==> config.mk <==
export PLATFORM = sky130hd
export DESIGN_NAME = rx_word_buffer
export DESIGN_NICKNAME = d
export VERILOG_FILES = /design/src/rtl/rxb_pkg.sv /design/src/rtl/rxb_store.sv /design/src/rtl/rxb_ctrl.sv /design/src/rtl/rxb_irq.sv /design/src/rtl/rx_word_buffer.sv
export SDC_FILE = /design/constraint.sdc
export NUM_CORES = 1
export LEC_CHECK = 0
export ABC_AREA = 1
export BUFFER_PORTS_ARGS = -buffer_cell sky130_fd_sc_hd__buf_4
export CAP_MARGIN = 20
export CORE_MARGIN = 1.5
export CORE_UTILIZATION = 60
export CTS_CLUSTER_DIAMETER = 100
export CTS_CLUSTER_SIZE = 8
export DETAILED_ROUTE_END_ITERATION = 10
export PLACE_DENSITY = 0.8
export SETUP_SLACK_MARGIN = 0.1
export SYNTH_ARGS = -nofsm -noshare
export SYNTH_HDL_FRONTEND = slang
export SYNTH_SLANG_ARGS = --single-unit
==> constraint.sdc <==
create_clock -name clk -period 5.75 [get_ports clk]
set_clock_uncertainty 0.1 [all_clocks]
set_input_delay 0.2875 -clock clk [delete_from_list [all_inputs] [get_ports clk]]
set_output_delay 0.2875 -clock clk [all_outputs]
set_load 0.01 [all_outputs]
==> src/rtl/rxb_pkg.sv <==
package rxb_pkg;
  localparam int unsigned RXB_DATA_W = 16;
  localparam int unsigned RXB_DEPTH  = 8;

  typedef struct packed {
    logic rdy;
    logic full;
    logic ovr;
  } rxb_flags_t;
endpackage

==> src/rtl/rxb_store.sv <==
module rxb_store #(
  parameter int unsigned DATA_W = 16,
  parameter int unsigned DEPTH  = 8
) (
  input  logic                          clk,
  input  logic                          rst_n,
  input  logic                          flush,
  input  logic                          push,
  input  logic [DATA_W-1:0]             push_data,
  input  logic                          pop,
  output logic [DATA_W-1:0]             rd_data,
  output logic [$clog2(DEPTH+1)-1:0]    count
);
  localparam int PTR_W = (DEPTH > 1) ? $clog2(DEPTH) : 1;
  localparam int CNT_W = $clog2(DEPTH + 1);
  localparam logic [PTR_W-1:0] LAST = PTR_W'(DEPTH - 1);

  logic [DATA_W-1:0] mem_q [DEPTH];
  logic [PTR_W-1:0]  wr_ptr_q, wr_ptr_d;
  logic [PTR_W-1:0]  rd_ptr_q, rd_ptr_d;
  logic [CNT_W-1:0]  cnt_q, cnt_d;

  function automatic logic [PTR_W-1:0] ptr_inc(input logic [PTR_W-1:0] p);
    return (p == LAST) ? '0 : p + 1'b1;
  endfunction

  // storage entries: per-entry write enable, no reset on data
  for (genvar g = 0; g < DEPTH; g++) begin : g_entry
    always_ff @(posedge clk) begin
      if (push && !flush && (wr_ptr_q == PTR_W'(g))) begin
        mem_q[g] <= push_data;
      end
    end
  end

  always_comb begin
    wr_ptr_d = wr_ptr_q;
    rd_ptr_d = rd_ptr_q;
    cnt_d    = cnt_q;
    if (flush) begin
      wr_ptr_d = '0;
      rd_ptr_d = '0;
      cnt_d    = '0;
    end else begin
      if (push) wr_ptr_d = ptr_inc(wr_ptr_q);
      if (pop)  rd_ptr_d = ptr_inc(rd_ptr_q);
      cnt_d = cnt_q + CNT_W'(push) - CNT_W'(pop);
    end
  end

  always_ff @(posedge clk or negedge rst_n) begin
    if (!rst_n) begin
      wr_ptr_q <= '0;
      rd_ptr_q <= '0;
      cnt_q    <= '0;
    end else begin
      wr_ptr_q <= wr_ptr_d;
      rd_ptr_q <= rd_ptr_d;
      cnt_q    <= cnt_d;
    end
  end

  assign rd_data = mem_q[rd_ptr_q];
  assign count   = cnt_q;
endmodule

==> src/rtl/rxb_ctrl.sv <==
module rxb_ctrl
  import rxb_pkg::*;
#(
  parameter int unsigned DATA_W = 16,
  parameter int unsigned DEPTH  = 8
) (
  input  logic                          clk,
  input  logic                          rst_n,
  input  logic                          rx_en,
  input  logic                          fifo_en,
  input  logic                          word_valid,
  input  logic [DATA_W-1:0]             word_data,
  input  logic                          rd_stb,
  input  logic                          ovr_clr,
  input  logic [$clog2(DEPTH+1)-1:0]    count,
  output logic                          flush,
  output logic                          push,
  output logic [DATA_W-1:0]             push_data,
  output logic                          pop,
  output rxb_flags_t                    flags
);
  localparam int CNT_W = $clog2(DEPTH + 1);
  localparam logic [CNT_W-1:0] FULL_CNT = CNT_W'(DEPTH);

  logic              park_vld_q, park_vld_d;
  logic [DATA_W-1:0] park_dat_q, park_dat_d;
  logic              park_ld;
  logic              ovr_q, ovr_d;
  logic              ovr_set;
  logic              cap_full;
  logic              wv;

  always_comb begin
    flush     = !rx_en;
    wv        = rx_en && word_valid;
    cap_full  = fifo_en ? (count == FULL_CNT) : (count != '0);
    pop       = rx_en && rd_stb && (count != '0);
    push      = 1'b0;
    push_data = word_data;
    park_ld   = 1'b0;
    ovr_set   = 1'b0;
    park_vld_d = park_vld_q;
    if (flush) begin
      park_vld_d = 1'b0;
    end else if (park_vld_q) begin
      // a waiting word has priority; any new word is lost
      if (count != FULL_CNT) begin
        push       = 1'b1;
        push_data  = park_dat_q;
        park_vld_d = 1'b0;
      end
      ovr_set = wv;
    end else if (wv) begin
      if (!cap_full) begin
        push = 1'b1;
      end else if (fifo_en) begin
        park_ld    = 1'b1;
        park_vld_d = 1'b1;
      end else begin
        ovr_set = 1'b1;
      end
    end
  end

  always_comb begin
    park_dat_d = park_ld ? word_data : park_dat_q;
    if (flush)        ovr_d = 1'b0;
    else if (ovr_set) ovr_d = 1'b1;
    else if (ovr_clr) ovr_d = 1'b0;
    else              ovr_d = ovr_q;
  end

  always_ff @(posedge clk or negedge rst_n) begin
    if (!rst_n) begin
      park_vld_q <= 1'b0;
      ovr_q      <= 1'b0;
    end else begin
      park_vld_q <= park_vld_d;
      ovr_q      <= ovr_d;
    end
  end

  always_ff @(posedge clk) begin
    if (park_ld) park_dat_q <= park_dat_d;
  end

  assign flags.rdy  = (count != '0);
  assign flags.full = (count == FULL_CNT);
  assign flags.ovr  = ovr_q;
endmodule

==> src/rtl/rxb_irq.sv <==
module rxb_irq
  import rxb_pkg::*;
(
  input  logic       rx_en,
  input  logic       fifo_en,
  input  logic       irq_en,
  input  rxb_flags_t flags,
  output logic       irq_rx,
  output logic       irq_rx_exc
);
  logic src;
  logic active;

  always_comb begin
    src        = fifo_en ? flags.full : flags.rdy;
    active     = rx_en && irq_en && src;
    irq_rx     = active && !flags.ovr;
    irq_rx_exc = active && flags.ovr;
  end
endmodule

==> src/rtl/rx_word_buffer.sv <==
module rx_word_buffer
  import rxb_pkg::*;
#(
  parameter int unsigned DATA_W = RXB_DATA_W,
  parameter int unsigned DEPTH  = RXB_DEPTH
) (
  input  logic              clk,
  input  logic              rst_n,
  input  logic              rx_en,
  input  logic              fifo_en,
  input  logic              irq_en,
  input  logic              word_valid,
  input  logic [DATA_W-1:0] word_data,
  input  logic              rd_stb,
  input  logic              ovr_clr,
  output logic [DATA_W-1:0] rd_data,
  output logic              data_rdy,
  output logic              fifo_full,
  output logic              overrun,
  output logic              irq_rx,
  output logic              irq_rx_exc
);
  localparam int CNT_W = $clog2(DEPTH + 1);

  logic [CNT_W-1:0]  occ;
  logic              flush;
  logic              push;
  logic              pop;
  logic [DATA_W-1:0] push_data;
  rxb_flags_t        flags;

  rxb_store #(.DATA_W(DATA_W), .DEPTH(DEPTH)) store_i (
    .clk       (clk),
    .rst_n     (rst_n),
    .flush     (flush),
    .push      (push),
    .push_data (push_data),
    .pop       (pop),
    .rd_data   (rd_data),
    .count     (occ)
  );

  rxb_ctrl #(.DATA_W(DATA_W), .DEPTH(DEPTH)) ctrl_i (
    .clk        (clk),
    .rst_n      (rst_n),
    .rx_en      (rx_en),
    .fifo_en    (fifo_en),
    .word_valid (word_valid),
    .word_data  (word_data),
    .rd_stb     (rd_stb),
    .ovr_clr    (ovr_clr),
    .count      (occ),
    .flush      (flush),
    .push       (push),
    .push_data  (push_data),
    .pop        (pop),
    .flags      (flags)
  );

  rxb_irq irq_i (
    .rx_en      (rx_en),
    .fifo_en    (fifo_en),
    .irq_en     (irq_en),
    .flags      (flags),
    .irq_rx     (irq_rx),
    .irq_rx_exc (irq_rx_exc)
  );

  assign data_rdy  = flags.rdy;
  assign fifo_full = flags.full;
  assign overrun   = flags.ovr;
endmodule

==> results of run 1 <==
metrics by stage:
step                      cells  power (mW)  utilization, %
after global routing        758       3.361           74.03
after CTS                   757       3.223           73.89
after floorplan             545       1.889               -
final                       758       3.220           74.03
after detailed placement    707       2.110           66.56
after global placement      707       2.076           66.56
cells by family (layout without fill, tap and decap cells):
kind of cell	after synthesis	in the layout	synth area share, %
fa+ha+maj	14	14	2.785
compound gates	104	104	8.718
xor+xnor	1	1	0.1336
simple gates	221	221	13.91
flops	156	156	70.51
buf+inv	49	126	3.949
state kept, by name, indices dropped and copies added, names as in the netlist:
name and count:
store_i.rd_ptr_q 3, ctrl_i.ovr_q 1, store_i.mem_q 128, ctrl_i.park_dat_q 16, ctrl_i.park_vld_q 1, store_i.wr_ptr_q 3, store_i.count 4
per-layer routing:
metal  track usage [%]  up-vias  part of all wire [%]
met3             5.751       26                   8.3
met2             44.77      237                    52
met5                 0        -                     0
met4             10.90        0                   2.2
met1             31.31     2080                    37
li1                  -     2062                     -
layout make-up:
type | count | area [µm²] | share of cell area, %
tap | 136 | 170.2 | 2.197
sequential | 156 | 4624 | 59.71
clock buffer | 17 | 414.1 | 5.347
clock inverter | 15 | 172.7 | 2.229
multi-input combinational | 340 | 1680 | 21.70
inverter | 21 | 83.83 | 1.082
timing repair buffer | 73 | 599.3 | 7.738
critical path, cell delays in order, from the launching register on:
cell and delay [ns]:
dfrtp_1 0.85, buf_4 0.51, o21ai_0 0.20, o22ai_1 0.26, nand2_1 0.11, nand2_1 0.10
buf_4 0.12
worst max-delay path by stage:
stage,endpoint,slack [ns],depth (start not counted)
2_1_floorplan,ctrl_i.park_dat_q[0],3.34,4
3_3_place_gp,store_i.count[2],3.15,12
3_5_place_dp,store_i.count[2],3.08,12
4_1_cts,rd_data[11],2.72,6
5_1_grt,rd_data[11],2.55,6
6_report,rd_data[11],2.67,6
power groups by stage:
stage | logic, mW | registers (mW) | clock network, mW
after floorplan | 0.544 | 1.35 | 0
after global placement | 0.713 | 1.36 | 0
after detailed placement | 0.743 | 1.37 | 0
after CTS | 0.763 | 1.35 | 1.12
after global routing | 0.854 | 1.35 | 1.16
final | 0.768 | 1.34 | 1.11
timing repair:
action / CTS / global route
hold buffers: 18 / 0
endpoints found under the hold margin: 29 / 0
setup buffers: 0 / 0
cells in the final DEF, fill, tap and decap left out, drive strengths merged:
| cell | instances |
|---|---|
| edfxtp | 144 |
| nand2 | 111 |
| nor2 | 82 |
| o21ai | 66 |
| buf | 54 |
| o22ai | 32 |
| inv | 30 |
| nand3 | 22 |
| dlygate4sd3 | 18 |
| clkbuf | 18 |
| ha | 13 |
| dfrtp | 12 |
| a21oi | 4 |
| clkinv | 4 |
| nand4 | 3 |
| o32ai | 2 |
| bufinv | 2 |
| nor3 | 2 |
| xnor2 | 1 |
| or2 | 1 |
| fa | 1 |
==> results_dict.tcl, run 1 <==
set metrics [dict create \
    vias 4405 \
    leakage_nw 2.965 \
    syn-mean-instance-area_um2 12.03 \
    avgViaCountPerCell 5.811 \
    cp_data_arrival_time_ns 2.69 \
    pwr-share-seq_pct 41.8 \
    core.rowCount 37 \
    ant_nets 0 \
    gr-total-overflow 0 \
    antenna_found_initial 0 \
    worstHoldEndpoint "ctrl_i.park_vld_q" \
    initial_utilization_pct 62.69 \
    die_w_um 107.6 \
    rr_endpoint "store_i.count[2]" \
    maxCapViolations 0 \
    placed_cell_area_mm2 0.006964 \
    synthCells 545 \
    ys_types 31 \
    yosys_most_used_dff "edfxtp_1" \
    clock_latency_ns 0.53 \
    synth_top_area_share_pct 65.93 \
    grt_usage_pct 25.83 \
    clkPwrFrac_pct 34.4 \
    grt_pass1_wl_um 21870 \
    fp.dieH_um 107.6 \
    grt_setup_unrepaired "false" \
    worstSetupStartpointType "flop" \
    drc 0 \
    ios 45 \
    syn_to_final_growth_pct 18.08 \
    cts_tree "yes" \
    setup-violations-final 0 \
    async_flop_share_pct 7.692 \
    min_path_cells 3 \
    yosysWarnings 0 \
    slew_headroom_pct 47.80 \
    max-vdd-ir-drop_mv 0.3181 \
    grt_pass1_vias 4470 \
    ys_seq_area_share_pct 70.51 \
    critical_path.endpoint_type "primary output" \
    synth_seq_cells 156 \
    syn_nets 583 \
    fin_area_mm2 0.007745 \
    wl_um 13910 \
    fmax_mhz 324.7 \
    wire_per_inst_um 18.36 \
    period_share_pct 53.56 \
    synth.most_common_cell "edfxtp_1" \
    setup_ws_ns 2.670 \
    cts-root-buf "clkbuf_8" \
    switching_share_pct 31.06 \
    r2r_start "store_i.count[2]" \
    core_mm2 0.01046 \
    r2r_cells 13 \
    dieArea_mm2 0.01157 \
    firstDrtPassIters 6 \
    cts-htree-levels 4 \
    grt_max_degree 67 \
    nNetsFinal 647 \
    clk_pin_slew_ns 0.07 \
    fin_hold_ws_ns 0.03672 \
    cp.required_ns 5.36 \
    min_period_ns 3.080 \
    ys_top_cells_by_area "edfxtp_1 66%, nand2_1 6.0%, nor2_1 4.6%, dfrtp_1 4.6%, o21ai_0 4.0%" \
    p_int_mw 2.220 \
    hold_path.class "in -> reg" \
    hold_viol 0 \
    status "complete, no violations" \
    final_max_slew_viol_count 0 \
    min_from "word_valid" \
    rrSetupSlack_ns 3.12 \
    setup_tns_ns 0 \
    dp_hpwl_um 7695 \
    synth-edff-count 144 \
    fill_cells 677 \
    ys_top_cells_by_count "144 x edfxtp_1, 105 x nand2_1, 81 x nor2_1" \
    clock_path_buffers 2 \
    globalplace.congestion 0.7942 \
    clock_sinks 156 \
    pre_cts_ws_ns 3.081 \
    postCtsResizedCells 0 \
    path_class "reg -> out" \
    cp_max_fo 43 \
    combPwrFrac_pct 23.8 \
    yosysTopAreaCell "edfxtp_1" \
    port_buffers 44 \
    drive_gt1_share_pct 16.08 \
    drt-initial-drc-count 495 \
    netlist_area_mm2 0.006559 \
    power.switching_mw 1.000 \
    cts-buffers-inserted 17 \
    power_density_mw_per_mm2 415.8 \
    antenna_cells 0 \
    worstMarginPinSlew_ns 0.7830 \
    startpoint "store_i.rd_ptr_q[0]" \
]
(Power assumes the default switching activity.)
==> inputs of run 2 (changes only) <==
CORE_UTILIZATION = 54   (was 60)
PLACE_DENSITY = 0.76   (was 0.8)
clock period = 2.8 ns   (was 5.75 ns; I/O delays follow)
==> results_dict.tcl, run 2 (same netlist as run 1, synthesis figures left out) <==
set metrics [dict create \
    status "complete, no violations" \
    clk_pin_slew_ns 0.06 \
    avgViaCountPerCell 5.688 \
    dp_hpwl_um 7968 \
    hold_path.class "in -> reg" \
    gr-total-overflow 0 \
    initial_utilization_pct 55.06 \
    path_class "reg -> reg" \
    met1_usage_pct 28.35 \
    use_met2_pct 40.40 \
    wire_per_inst_um 18.39 \
    fp.dieH_um 113.2 \
    vias 4431 \
    cts-htree-levels 4 \
    clock_sinks 156 \
    ios 45 \
    fin_hold_ws_ns 0.01577 \
    cts_tree "yes" \
    clock_latency_ns 0.42 \
    port_buffers 44 \
    min_period_ns 2.520 \
    largest_register "store_i.mem_q" \
    ant_nets 0 \
    slew_headroom_pct 51.43 \
    pwr-share-seq_pct 41.1 \
    grt_util_met3_pct 5.892 \
    critical_path.endpoint_type "flop" \
    clkPwrFrac_pct 34.1 \
    busiest_layer "met2" \
    final_cell_mix "144 x edfxtp_1, 105 x nand2_1, 81 x nor2_1, 60 x buf_4, 52 x o21ai_0" \
    grt_pass1_wl_um 22020 \
    antenna_cells 0 \
    fill_cells 840 \
    final_common_cell "edfxtp_1" \
    largest_reg_flops 128 \
    final_max_slew_viol_count 0 \
    core_mm2 0.01191 \
    worstMarginPinSlew_ns 0.7240 \
    setup-violations-final 0 \
    syn_to_final_growth_pct 19.71 \
    dieArea_mm2 0.01282 \
    setup_tns_ns 0 \
    p_int_mw 4.610 \
    switching_share_pct 30.58 \
    drt-initial-drc-count 311 \
    die_w_um 113.2 \
    cts-buffers-inserted 17 \
    grt_pass1_vias 4378 \
    power.switching_mw 2.030 \
    nNetsFinal 657 \
    fmax_mhz 396.8 \
    cp_max_fo 9 \
    wl_um 14330 \
    cp_data_arrival_time_ns 2.73 \
    hold_viol 0 \
    max-vdd-ir-drop_mv 0.5761 \
    p_total_mw 6.640 \
    worstSetupStartpointType "flop" \
    firstDrtPassIters 4 \
    core.rowCount 40 \
    grt_usage_pct 23.00 \
    finalCoreUtilization_pct 65.91 \
    power_density_mw_per_mm2 845.7 \
    globalplace.congestion 0.8742 \
    drc 0 \
    antenna_found_initial 0 \
    combPwrFrac_pct 24.8 \
    maxCapViolations 0 \
    clock_path_buffers 2 \
    leakage_nw 2.996 \
    cts-root-buf "clkbuf_16" \
    period_share_pct 90.00 \
    cp.required_ns 3.01 \
    grt_max_degree 67 \
    grt_setup_unrepaired "false" \
    drive_gt1_share_pct 17.09 \
]
run 2: worst max-delay path, stage by stage (launching register included):
cell	delay, ns
dfrtp_1	0.43
nor2_4	0.21
nand2_2	0.10
nand2_1	0.10
nand3_2	0.11
nand2_2	0.10
nand2_4	0.09
ha_1	0.30
inv_1	0.04
ha_1	0.23
fa_1	0.42
xnor2_1	0.14
nor2_1	0.05
run 2: timing repair:
item                                   4_1_cts  5_1_grt
setup endpoints to repair                    0        1
endpoints found under the hold margin       30        1
buffers inserted                             0        1
gates resized for setup                      0        3
hold buffers                                22        1
run 2: cell type report:
class,count,area [µm²],share of cell area (%)
multi-input combinational,340,1688,21.50
clock inverter,15,165.2,2.104
timing repair buffer,83,680.7,8.669
clock buffer,17,425.4,5.418
tap,147,183.9,2.343
inverter,21,83.83,1.068
sequential,156,4624,58.90
run 2: power groups by stage:
stage / clock network (mW) / registers (mW) / logic, mW
2_1_floorplan: 0 / 2.76 / 1.12
3_3_place_gp: 0 / 2.77 / 1.52
3_5_place_dp: 0 / 2.77 / 1.59
4_1_cts: 2.28 / 2.73 / 1.63
5_1_grt: 2.37 / 2.74 / 1.82
6_report: 2.27 / 2.73 / 1.64
run 2: worst paths after layout:
kind / to / slack, ns / startpoint / depth (start not counted)
max: store_i.count[2] / 0.28 / store_i.count[1] / 12
min: store_i.rd_ptr_q[1] / 0.02 / rd_stb / 5
max reg2reg: store_i.count[2] / 0.28 / store_i.count[1] / 12
min reg2reg: store_i.wr_ptr_q[1] / 0.52 / store_i.wr_ptr_q[1] / 2
max in group asynchronous: store_i.rd_ptr_q[2] / 1.53 / rst_n / 3
min in group asynchronous: ctrl_i.ovr_q / 0.69 / rst_n / 3
run 2: through the flow:
| step | cell area (µm²) | setup slack, ns | std cells |
|---|---|---|---|
| floorplan | 6559 | 0.3860 | 545 |
| global placement | 7015 | 0.3664 | 723 |
| detailed placement | 7015 | 0.2298 | 723 |
| CTS | 7826 | 0.2251 | 777 |
| global route | 7851 | 0.1233 | 779 |
| finish | 7851 | 0.2800 | 779 |
run 2: routing by layer:
metal	up-vias	part of all wire, %
li1	2078	-
met1	2184	40
met2	150	52
met3	19	5.9
met4	0	1.4
met5	-	0
